## src/rtl/alu16_pkg.sv

```systemverilog
package alu16_pkg;

  typedef enum logic [4:0] {
    OP_ADD  = 5'd0,  OP_ADC  = 5'd1,  OP_SUB  = 5'd2,  OP_SBC  = 5'd3,
    OP_CMP  = 5'd4,  OP_AND  = 5'd5,  OP_BIC  = 5'd6,  OP_OR   = 5'd7,
    OP_XOR  = 5'd8,  OP_NOT  = 5'd9,  OP_INC  = 5'd10, OP_DEC  = 5'd11,
    OP_ASR  = 5'd12, OP_DIV2 = 5'd13, OP_LSR  = 5'd14, OP_ROL  = 5'd15,
    OP_ROR  = 5'd16, OP_SWAP = 5'd17, OP_HIB  = 5'd18, OP_LOB  = 5'd19,
    OP_SEX  = 5'd20
  } alu_op_e;

  typedef enum logic [1:0] {U_ADD, U_LOGIC, U_SHIFT, U_BYTE} unit_e;
  typedef enum logic [2:0] {LG_AND, LG_BIC, LG_OR, LG_XOR, LG_NOT} logic_e;
  typedef enum logic [2:0] {SH_ASR, SH_DIV2, SH_LSR, SH_ROL, SH_ROR} shift_e;
  typedef enum logic [1:0] {BY_SWAP, BY_HIB, BY_LOB, BY_SEX} byte_e;
  typedef enum logic [1:0] {AB_OPER, AB_ZERO, AB_ONES} addB_e;
  typedef enum logic [1:0] {AC_ZERO, AC_ONE, AC_CARRY} addC_e;

  typedef struct packed {
    unit_e  unit;
    logic_e logicSel;
    shift_e shiftSel;
    byte_e  byteSel;
    addB_e  addB;
    addC_e  addC;
    logic   invB;
    logic   halfFlags;
    logic   forceSignLow;
    logic   weRes;
    logic   weZ;
    logic   weC;
    logic   weS;
    logic   weV;
  } alu_ctrl_t;

endpackage

```

## src/rtl/alu16_ctrl.sv

```systemverilog
module alu16_ctrl
  import alu16_pkg::*;
(
  input  logic [4:0] op,
  output alu_ctrl_t  ctrl
);

  always_comb begin
    ctrl              = '0;
    ctrl.unit         = U_ADD;
    ctrl.logicSel     = LG_AND;
    ctrl.shiftSel     = SH_ASR;
    ctrl.byteSel      = BY_SWAP;
    ctrl.addB         = AB_OPER;
    ctrl.addC         = AC_ZERO;
    ctrl.weRes        = 1'b1;
    unique case (op)
      OP_ADD: begin
        ctrl.addC = AC_ZERO;
        {ctrl.weZ, ctrl.weC, ctrl.weS, ctrl.weV} = 4'b1111;
      end
      OP_ADC: begin
        ctrl.addC = AC_CARRY;
        {ctrl.weZ, ctrl.weC, ctrl.weS, ctrl.weV} = 4'b1111;
      end
      OP_SUB: begin
        ctrl.invB = 1'b1;
        ctrl.addC = AC_ONE;
        {ctrl.weZ, ctrl.weC, ctrl.weS, ctrl.weV} = 4'b1111;
      end
      OP_SBC: begin
        ctrl.invB = 1'b1;
        ctrl.addC = AC_CARRY;
        {ctrl.weZ, ctrl.weC, ctrl.weS, ctrl.weV} = 4'b1111;
      end
      OP_AND, OP_BIC, OP_XOR: begin
        ctrl.unit     = U_LOGIC;
        ctrl.logicSel = (op == OP_AND) ? LG_AND :
                        (op == OP_BIC) ? LG_BIC : LG_XOR;
        {ctrl.weZ, ctrl.weS} = 2'b11;
      end
      OP_OR: begin
        ctrl.unit     = U_LOGIC;
        ctrl.logicSel = LG_OR;
      end
      OP_NOT: begin
        ctrl.unit     = U_LOGIC;
        ctrl.logicSel = LG_NOT;
      end
      OP_INC: begin
        ctrl.addB = AB_ZERO;
        ctrl.addC = AC_ONE;
        {ctrl.weZ, ctrl.weS} = 2'b11;
      end
      OP_DEC: begin
        ctrl.addB = AB_ONES;
        ctrl.addC = AC_ZERO;
        {ctrl.weZ, ctrl.weS} = 2'b11;
      end
      OP_ASR, OP_DIV2, OP_ROL, OP_ROR: begin
        ctrl.unit     = U_SHIFT;
        ctrl.shiftSel = (op == OP_ASR)  ? SH_ASR  :
                        (op == OP_DIV2) ? SH_DIV2 :
                        (op == OP_ROL)  ? SH_ROL  : SH_ROR;
        {ctrl.weZ, ctrl.weC, ctrl.weS} = 3'b111;
      end
      OP_LSR: begin
        ctrl.unit         = U_SHIFT;
        ctrl.shiftSel     = SH_LSR;
        ctrl.forceSignLow = 1'b1;
        {ctrl.weZ, ctrl.weC, ctrl.weS} = 3'b111;
      end
      OP_SWAP, OP_SEX: begin
        ctrl.unit    = U_BYTE;
        ctrl.byteSel = (op == OP_SWAP) ? BY_SWAP : BY_SEX;
        {ctrl.weZ, ctrl.weS} = 2'b11;
      end
      OP_HIB, OP_LOB: begin
        ctrl.unit      = U_BYTE;
        ctrl.byteSel   = (op == OP_HIB) ? BY_HIB : BY_LOB;
        ctrl.halfFlags = 1'b1;
        {ctrl.weZ, ctrl.weS} = 2'b11;
      end
      default: begin
        // compare and unused codes: subtract flags, no result write
        ctrl.invB  = 1'b1;
        ctrl.addC  = AC_ONE;
        ctrl.weRes = 1'b0;
        {ctrl.weZ, ctrl.weC, ctrl.weS, ctrl.weV} = 4'b1111;
      end
    endcase
  end

endmodule

```

## src/rtl/alu16_datapath.sv

```systemverilog
module alu16_datapath
  import alu16_pkg::*;
#(
  parameter int WIDTH = 16,
  parameter int IMM_W = 4
) (
  input  logic [WIDTH-1:0] srcA,
  input  logic [WIDTH-1:0] srcB,
  input  logic [IMM_W-1:0] imm,
  input  logic             useImm,
  input  logic             carryIn,
  input  alu_ctrl_t        ctrl,
  output logic [WIDTH-1:0] result,
  output logic             zeroOut,
  output logic             carryOut,
  output logic             signOut,
  output logic             ovOut
);

  localparam int MSB  = WIDTH - 1;
  localparam int HALF = WIDTH / 2;

  logic [WIDTH-1:0] operB;
  logic [WIDTH-1:0] addend;
  logic             addCin;
  logic [WIDTH:0]   sumWide;
  logic             addOv;
  logic [WIDTH-1:0] logicRes;
  logic [WIDTH-1:0] shiftRes;
  logic             shiftCarry;
  logic [WIDTH-1:0] byteRes;
  logic [HALF-1:0]  lowHalf;
  logic [HALF-1:0]  highHalf;

  assign operB = useImm ? {{(WIDTH-IMM_W){1'b0}}, imm} : srcB;

  // adder operand and carry-in selection
  always_comb begin
    unique case (ctrl.addB)
      AB_ZERO: addend = '0;
      AB_ONES: addend = '1;
      default: addend = ctrl.invB ? ~operB : operB;
    endcase
    unique case (ctrl.addC)
      AC_ONE:   addCin = 1'b1;
      AC_CARRY: addCin = carryIn;
      default:  addCin = 1'b0;
    endcase
  end

  assign sumWide = {1'b0, srcA} + {1'b0, addend} + {{WIDTH{1'b0}}, addCin};
  assign addOv   = (srcA[MSB] == addend[MSB]) && (sumWide[MSB] != srcA[MSB]);

  // bitwise unit
  always_comb begin
    unique case (ctrl.logicSel)
      LG_BIC:  logicRes = srcA & ~operB;
      LG_OR:   logicRes = srcA | operB;
      LG_XOR:  logicRes = srcA ^ operB;
      LG_NOT:  logicRes = ~srcA;
      default: logicRes = srcA & operB;
    endcase
  end

  // single-step shifter
  always_comb begin
    shiftCarry = srcA[0];
    unique case (ctrl.shiftSel)
      SH_DIV2: shiftRes = (&srcA) ? '0 : {srcA[MSB], srcA[MSB:1]};
      SH_LSR:  shiftRes = {1'b0, srcA[MSB:1]};
      SH_ROL: begin
        shiftRes   = {srcA[MSB-1:0], carryIn};
        shiftCarry = srcA[MSB];
      end
      SH_ROR:  shiftRes = {carryIn, srcA[MSB:1]};
      default: shiftRes = {srcA[MSB], srcA[MSB:1]};
    endcase
  end

  // byte unit
  assign lowHalf  = srcA[HALF-1:0];
  assign highHalf = srcA[MSB:HALF];

  always_comb begin
    unique case (ctrl.byteSel)
      BY_HIB:  byteRes = {{HALF{1'b0}}, highHalf};
      BY_LOB:  byteRes = {{HALF{1'b0}}, lowHalf};
      BY_SEX:  byteRes = {{HALF{lowHalf[HALF-1]}}, lowHalf};
      default: byteRes = {lowHalf, highHalf};
    endcase
  end

  // result and carry mux
  always_comb begin
    carryOut = sumWide[WIDTH];
    unique case (ctrl.unit)
      U_LOGIC: result = logicRes;
      U_SHIFT: begin
        result   = shiftRes;
        carryOut = shiftCarry;
      end
      U_BYTE:  result = byteRes;
      default: result = sumWide[MSB:0];
    endcase
  end

  // flag derivation
  always_comb begin
    if (ctrl.halfFlags) begin
      zeroOut = (result[HALF-1:0] == '0);
      signOut = result[HALF-1];
    end else begin
      zeroOut = (result == '0);
      signOut = result[MSB];
    end
    if (ctrl.forceSignLow) signOut = 1'b0;
  end

  assign ovOut = addOv;

endmodule

```

## src/rtl/alu16_flags.sv

```systemverilog
module alu16_flags
  import alu16_pkg::*;
#(
  parameter int WIDTH = 16,
  parameter int IMM_W = 4
) (
  input  logic [WIDTH-1:0] srcA,
  input  logic [WIDTH-1:0] srcB,
  input  logic [IMM_W-1:0] imm,
  input  logic             useImm,
  input  logic [4:0]       op,
  input  logic             carryIn,
  output logic [WIDTH-1:0] result,
  output logic             resultWe,
  output logic             zeroOut,
  output logic             carryOut,
  output logic             signOut,
  output logic             ovOut,
  output logic             zeroWe,
  output logic             carryWe,
  output logic             signWe,
  output logic             ovWe
);

  alu_ctrl_t ctrl;

  alu16_ctrl i_ctrl (
    .op   (op),
    .ctrl (ctrl)
  );

  alu16_datapath #(.WIDTH(WIDTH), .IMM_W(IMM_W)) i_dp (
    .srcA     (srcA),
    .srcB     (srcB),
    .imm      (imm),
    .useImm   (useImm),
    .carryIn  (carryIn),
    .ctrl     (ctrl),
    .result   (result),
    .zeroOut  (zeroOut),
    .carryOut (carryOut),
    .signOut  (signOut),
    .ovOut    (ovOut)
  );

  assign resultWe = ctrl.weRes;
  assign zeroWe   = ctrl.weZ;
  assign carryWe  = ctrl.weC;
  assign signWe   = ctrl.weS;
  assign ovWe     = ctrl.weV;

endmodule

```

## config.mk

```make
export PLATFORM = sky130hd
export DESIGN_NAME = alu16_flags
export DESIGN_NICKNAME = d
export VERILOG_FILES = /design/src/rtl/alu16_pkg.sv /design/src/rtl/alu16_ctrl.sv /design/src/rtl/alu16_datapath.sv /design/src/rtl/alu16_flags.sv
export SDC_FILE = /design/constraint.sdc
export NUM_CORES = 1
export LEC_CHECK = 0
export ABC_AREA = 1
export BUFFER_PORTS_ARGS = -buffer_cell sky130_fd_sc_hd__buf_2
export CORE_AREA = 3 3 81 83
export DETAILED_ROUTE_END_ITERATION = 12
export DIE_AREA = 0 0 84 86
export PLACE_DENSITY = 0.84
export SLEW_MARGIN = 40
export SYNTH_ARGS = -nofsm -noshare
export SYNTH_HDL_FRONTEND = slang
export SYNTH_SLANG_ARGS = --single-unit
```

## constraint.sdc

```tcl
create_clock -name vclk -period 5.82
set_input_delay 0.873 -clock vclk [all_inputs]
set_output_delay 0.873 -clock vclk [all_outputs]
set_load 0.03 [all_outputs]
```

Yosys cells after proc, flatten, opt, wreduce, memory -nomap -nowiden
Cells that the tools add are included.
- flip-flop bits (word level): 0
- bits in latches: 0
- memory bits (writable): 0
- bits in read-only memories: 0
- bits of input ports: 43
- output and inout port bits: 25
- logic and storage cells: 99
- memories kept: 0
- $add $sub $neg: 2
- multipliers: 0
- divide/modulo/power cells: 0
- order comparisons: 0
- eq/ne operators: 39
- shift operators: 0
- muxes and demuxes: 33
- bitwise logic cells: 6
- reductions and logical operators: 19
- operators by type and width (kind ; number):
    $pmux W16 S4 ; 2
    $pmux W16 S3 ; 2
    $mux W16 ; 3
    $eq A5 B4 Y1 const B ; 8
    $and A16 B16 Y16 ; 2
    $not A16 Y16 ; 2
    $pmux W16 S2 ; 1
    $reduce_or A16 Y1 ; 2
    $eq A5 B5 Y1 const B ; 5
    $reduce_or A20 Y1 ; 1
    $reduce_or A18 Y1 ; 1
    $add A16 B16 Y17 ; 1
    $add A17 B1 Y17 ; 1
    $logic_not A16 Y1 ; 1
    $or A16 B16 Y16 ; 1
    $reduce_and A16 Y1 ; 1
    $xor A16 B16 Y16 ; 1
    $eq A5 B3 Y1 const B ; 3
    $eq A2 B2 Y1 const B ; 6
    $eq A3 B2 Y1 const B ; 4
    $mux W3 ; 4
    $pmux W2 S2 ; 3
    $mux W1 ; 11
    $reduce_or A11 Y1 ; 1
    other kinds (19) ; 32

Depth between registers and ports, before layout
- depth in word-level cells: 10
- gate-level depth with buffers: 30
- mapped depth without buffers: 28

Modules after synthesis
Synthesis repeated with hierarchy kept, for this count alone.
- cells, all modules: 866
- area total of the unflattened synthesis: 4174.0 µm²
- modules (own cells, without submodules) (module ; times used ; cells each ; area each (µm²) ; seq. area each (µm²)):
    alu16_datapath ; 1 ; 776 ; 3761.1 ; 0.0
    alu16_ctrl ; 1 ; 90 ; 412.9 ; 0.0

Worst setup path before layout
Ideal clock, no wire load.
- path type: in2out
- start: input port op[4]
- end: output port zeroOut
- arrival time: 4828 ps
- required time: 4947 ps
- path slack: 119 ps
- stages: 28
- buffers on the path: 2
- path through: buf_2 > inv_2 > nand3_2 > nor2_1 > nor2_1 > inv_1 > nor3_2 > nand2_1 > nor2_4 > inv_2 > buf_6 > nor2_1 > o21ai_0 > fa_1 > fa_1 > inv_1 > nand3_1 > nand2_1 > nand2_1 > nand2_1 > nand3_1 > nand3_1 > a21oi_1 > nor2_1 > nand2_1 > nor2_1 > nand2_1 > nor2_1
- longest elaborated chain between the ends: 10
- elaborated cells on any way between the ends: 73
- classes of those cells: add/sub: 2; eq/ne: 36; mux: 22; reduce/logical: 13
- ends and longest elaborated chain (element ; line ; source):
    start, declared ; alu16_flags.sv:11 ; input logic [4:0] op,
    parallel branches: the longest is 9 deep, another holds $add A16 B16 Y17 ; - ;
    $mux W1 (*) ; alu16_datapath.sv:109 ; if (ctrl.halfFlags) begin
    end, declared ; alu16_flags.sv:15 ; output logic zeroOut,
Every way passes the cells marked *.

Worst setup path in the final report
Same ends and word-level chain as after synthesis.

==> results.toml <==
[global_route]
grt_max_degree = 20
use_met3 = 0.04611
grt_pass1_wl_mm = 21.97
track_usage = 0.3724
grt_antenna_before_repair = 0
grt_pass1_vias = 4473
gr-total-overflow = 0
grt.busiest_layer = "met2"
grtUsageMet2 = 0.6030
grt_util_met1 = 0.4912

[die]
pin_count = 68
die_height_um = 86
die_width_um = 84
dieArea_um2 = 7224
start_util = 0.6004
rows = 28
core_um2 = 5921

[sta]
drv_slew = 0
worst_pin_slew_ns = 1.041
finalCritPeriodShare = 0.9518
period_needed_ns = 5.540
final-setup-viol-count = 0
fmaxAchievable_mhz = 180.5
finalHoldViolations = 0
slew_headroom = 0.2994

[finish]
regArea_um2 = 0
final_cells = 867
clkbuf_count = 0
drive_gt1_frac = 0.1553
nNetsFinal = 871
syn_to_final_growth_pct = 11.90
n_antenna_cell = 0
seq_cells = 0

[power_and_ir_drop]
cellPowerDensity_nw_per_um2 = 163.5
leakage_uw = 0.002336
ir_drop_mv = 0.1410
pwr-share-clk = 0
seq_power_share = 0
pwr-share-comb = 1.000
total_power_uw = 650.4
sw_frac_of_total = 0.6902
internal-power_uw = 201.5
switchingPower_uw = 448.9

[critical_path]
crit_required_ns = 4.95
cp-start-kind = "primary input"
worstSetupEndpointType = "output port"
critPathMaxStageDelay_ns = 0.34
cp_num_buf_inv = 6
cpMaxStageDelayCell = "ha_1"
crit_type = "primary input to output port"
cp_max_fo = 9
crit_family = "simple AND/OR/NAND/NOR gates"
arrival_ns = 4.67

[synth]
synth.top_cells.by_area = "nand2_1 (27%), ha_1 (11%), nor2_1 (11%)"
synth_top_area_frac = 0.2650
synth_area_um2 = 3555
yosysMostFrequentCell = "nand2_1"
ys_seq_area_frac = 0
synth_cells = 739
ys_warn_count = 0
synthDistinctLibCells = 34
synth_area_per_cell_um2 = 4.810
synthesis.nets = 816
yosysTopAreaCell = "nand2_1"
synth_commonest_cells = "nand2_1 (251), nor2_1 (100), inv_1 (93)"

[run_status]
status = "finished clean"

[placed_design]
dp.cells = 865
hpwl_mm = 11.02
io_buffers = 68
place_congestion = 1.215

[detailed_routing]
wl_mm = 14.16
drc = 0
drt_first_pass_iters = 6
drtIter0Drc = 530
wl_per_cell_um = 16.33
ant_nets = 0
vias = 5166
viasPerCell = 5.958

[job]
maxCapViolCount = 0

[worst_hold_path]
hold_class = "primary input to output port"
[final cells by class]
cell class / count / area, µm²
Inverter: 101 / 381.6
Timing Repair Buffer: 76 / 402.9
Multi-Input combinational cell: 615 / 3099
Fill cell: 589 / 1943
Tap cell: 75 / 93.84
[through the flow]
stage | area (µm²) | worst slack, ns | hold WS (ns) | TNS (ns) | utilization
after detailed placement | 3923 | 0.3292 | 2.173 | 0 | 0.6625
after floorplan | 3555 | 0.1187 | 1.964 | 0 | -
after global routing | 3978 | -0.0007621 | 2.200 | -0.0007621 | 0.6718
final | 3978 | 0.2803 | 2.191 | 0 | 0.6718
after CTS | 3923 | 0.3127 | 2.169 | 0 | 0.6625
after global placement | 3920 | 0.4253 | 2.164 | 0 | 0.6621
[routing by layer]
| layer | routed length, µm | vias to the layer above |
|---|---|---|
| met4 | 733 | 0 |
| met2 | 6219 | 356 |
| met1 | 5559 | 2285 |
| met3 | 1645 | 67 |
| met5 | 0 | - |
| li1 | - | 2458 |
[cells in the final DEF (no fill, tap or decap), drive strengths merged]
| cell type | count |
|---|---|
| a211oi | 2 |
| a21o | 2 |
| a21oi | 25 |
| a31oi | 2 |
| buf | 76 |
| fa | 2 |
| ha | 32 |
| inv | 101 |
| nand2 | 256 |
| nand2b | 1 |
| nand3 | 64 |
| nand3b | 3 |
| nand4 | 6 |
| nor2 | 109 |
| nor3 | 5 |
| nor3b | 2 |
| nor4 | 3 |
| o21ai | 79 |
| o31ai | 1 |
| or2 | 14 |
| xnor2 | 2 |
| xor2 | 5 |
[tightest hold or removal path, stage by stage]
cell	delay, ns
buf_2	0.16
o31ai_1	0.11
buf_2	0.17
[logic make-up after synthesis]
| group | after synthesis | share of synthesized area |
|---|---|---|
| AOI/OAI and AO/OA | 111 | 0.1605 |
| and+or+nand+nor | 462 | 0.5575 |
| xor gates and xnor gates | 7 | 0.01725 |
| buffers and inverters | 125 | 0.1408 |
| adders and majority gates | 34 | 0.1239 |
[power groups by stage]
| stage | Combinational (µW) | Clock (µW) | Sequential (µW) |
|---|---|---|---|
| 2_1_floorplan | 450 | 0 | 0 |
| 3_3_place_gp | 611 | 0 | 0 |
| 3_5_place_dp | 619 | 0 | 0 |
| 4_1_cts | 622 | 0 | 0 |
| 5_1_grt | 706 | 0 | 0 |
| 6_report | 650 | 0 | 0 |
[path summary, 6_finish.rpt]
path   from        to  cells after the start
max   op[4]   zeroOut                     27
min   op[2]  resultWe                      3
[repair_timing]
| item | 4_1_cts | 5_1_grt |
|---|---|---|
| endpoints found under the setup margin | 0 | 1 |
| gates resized for setup | 0 | 13 |
| buffers inserted | 0 | 1 |
| hold buffers | 0 | 0 |
(Power assumes the default switching activity.)
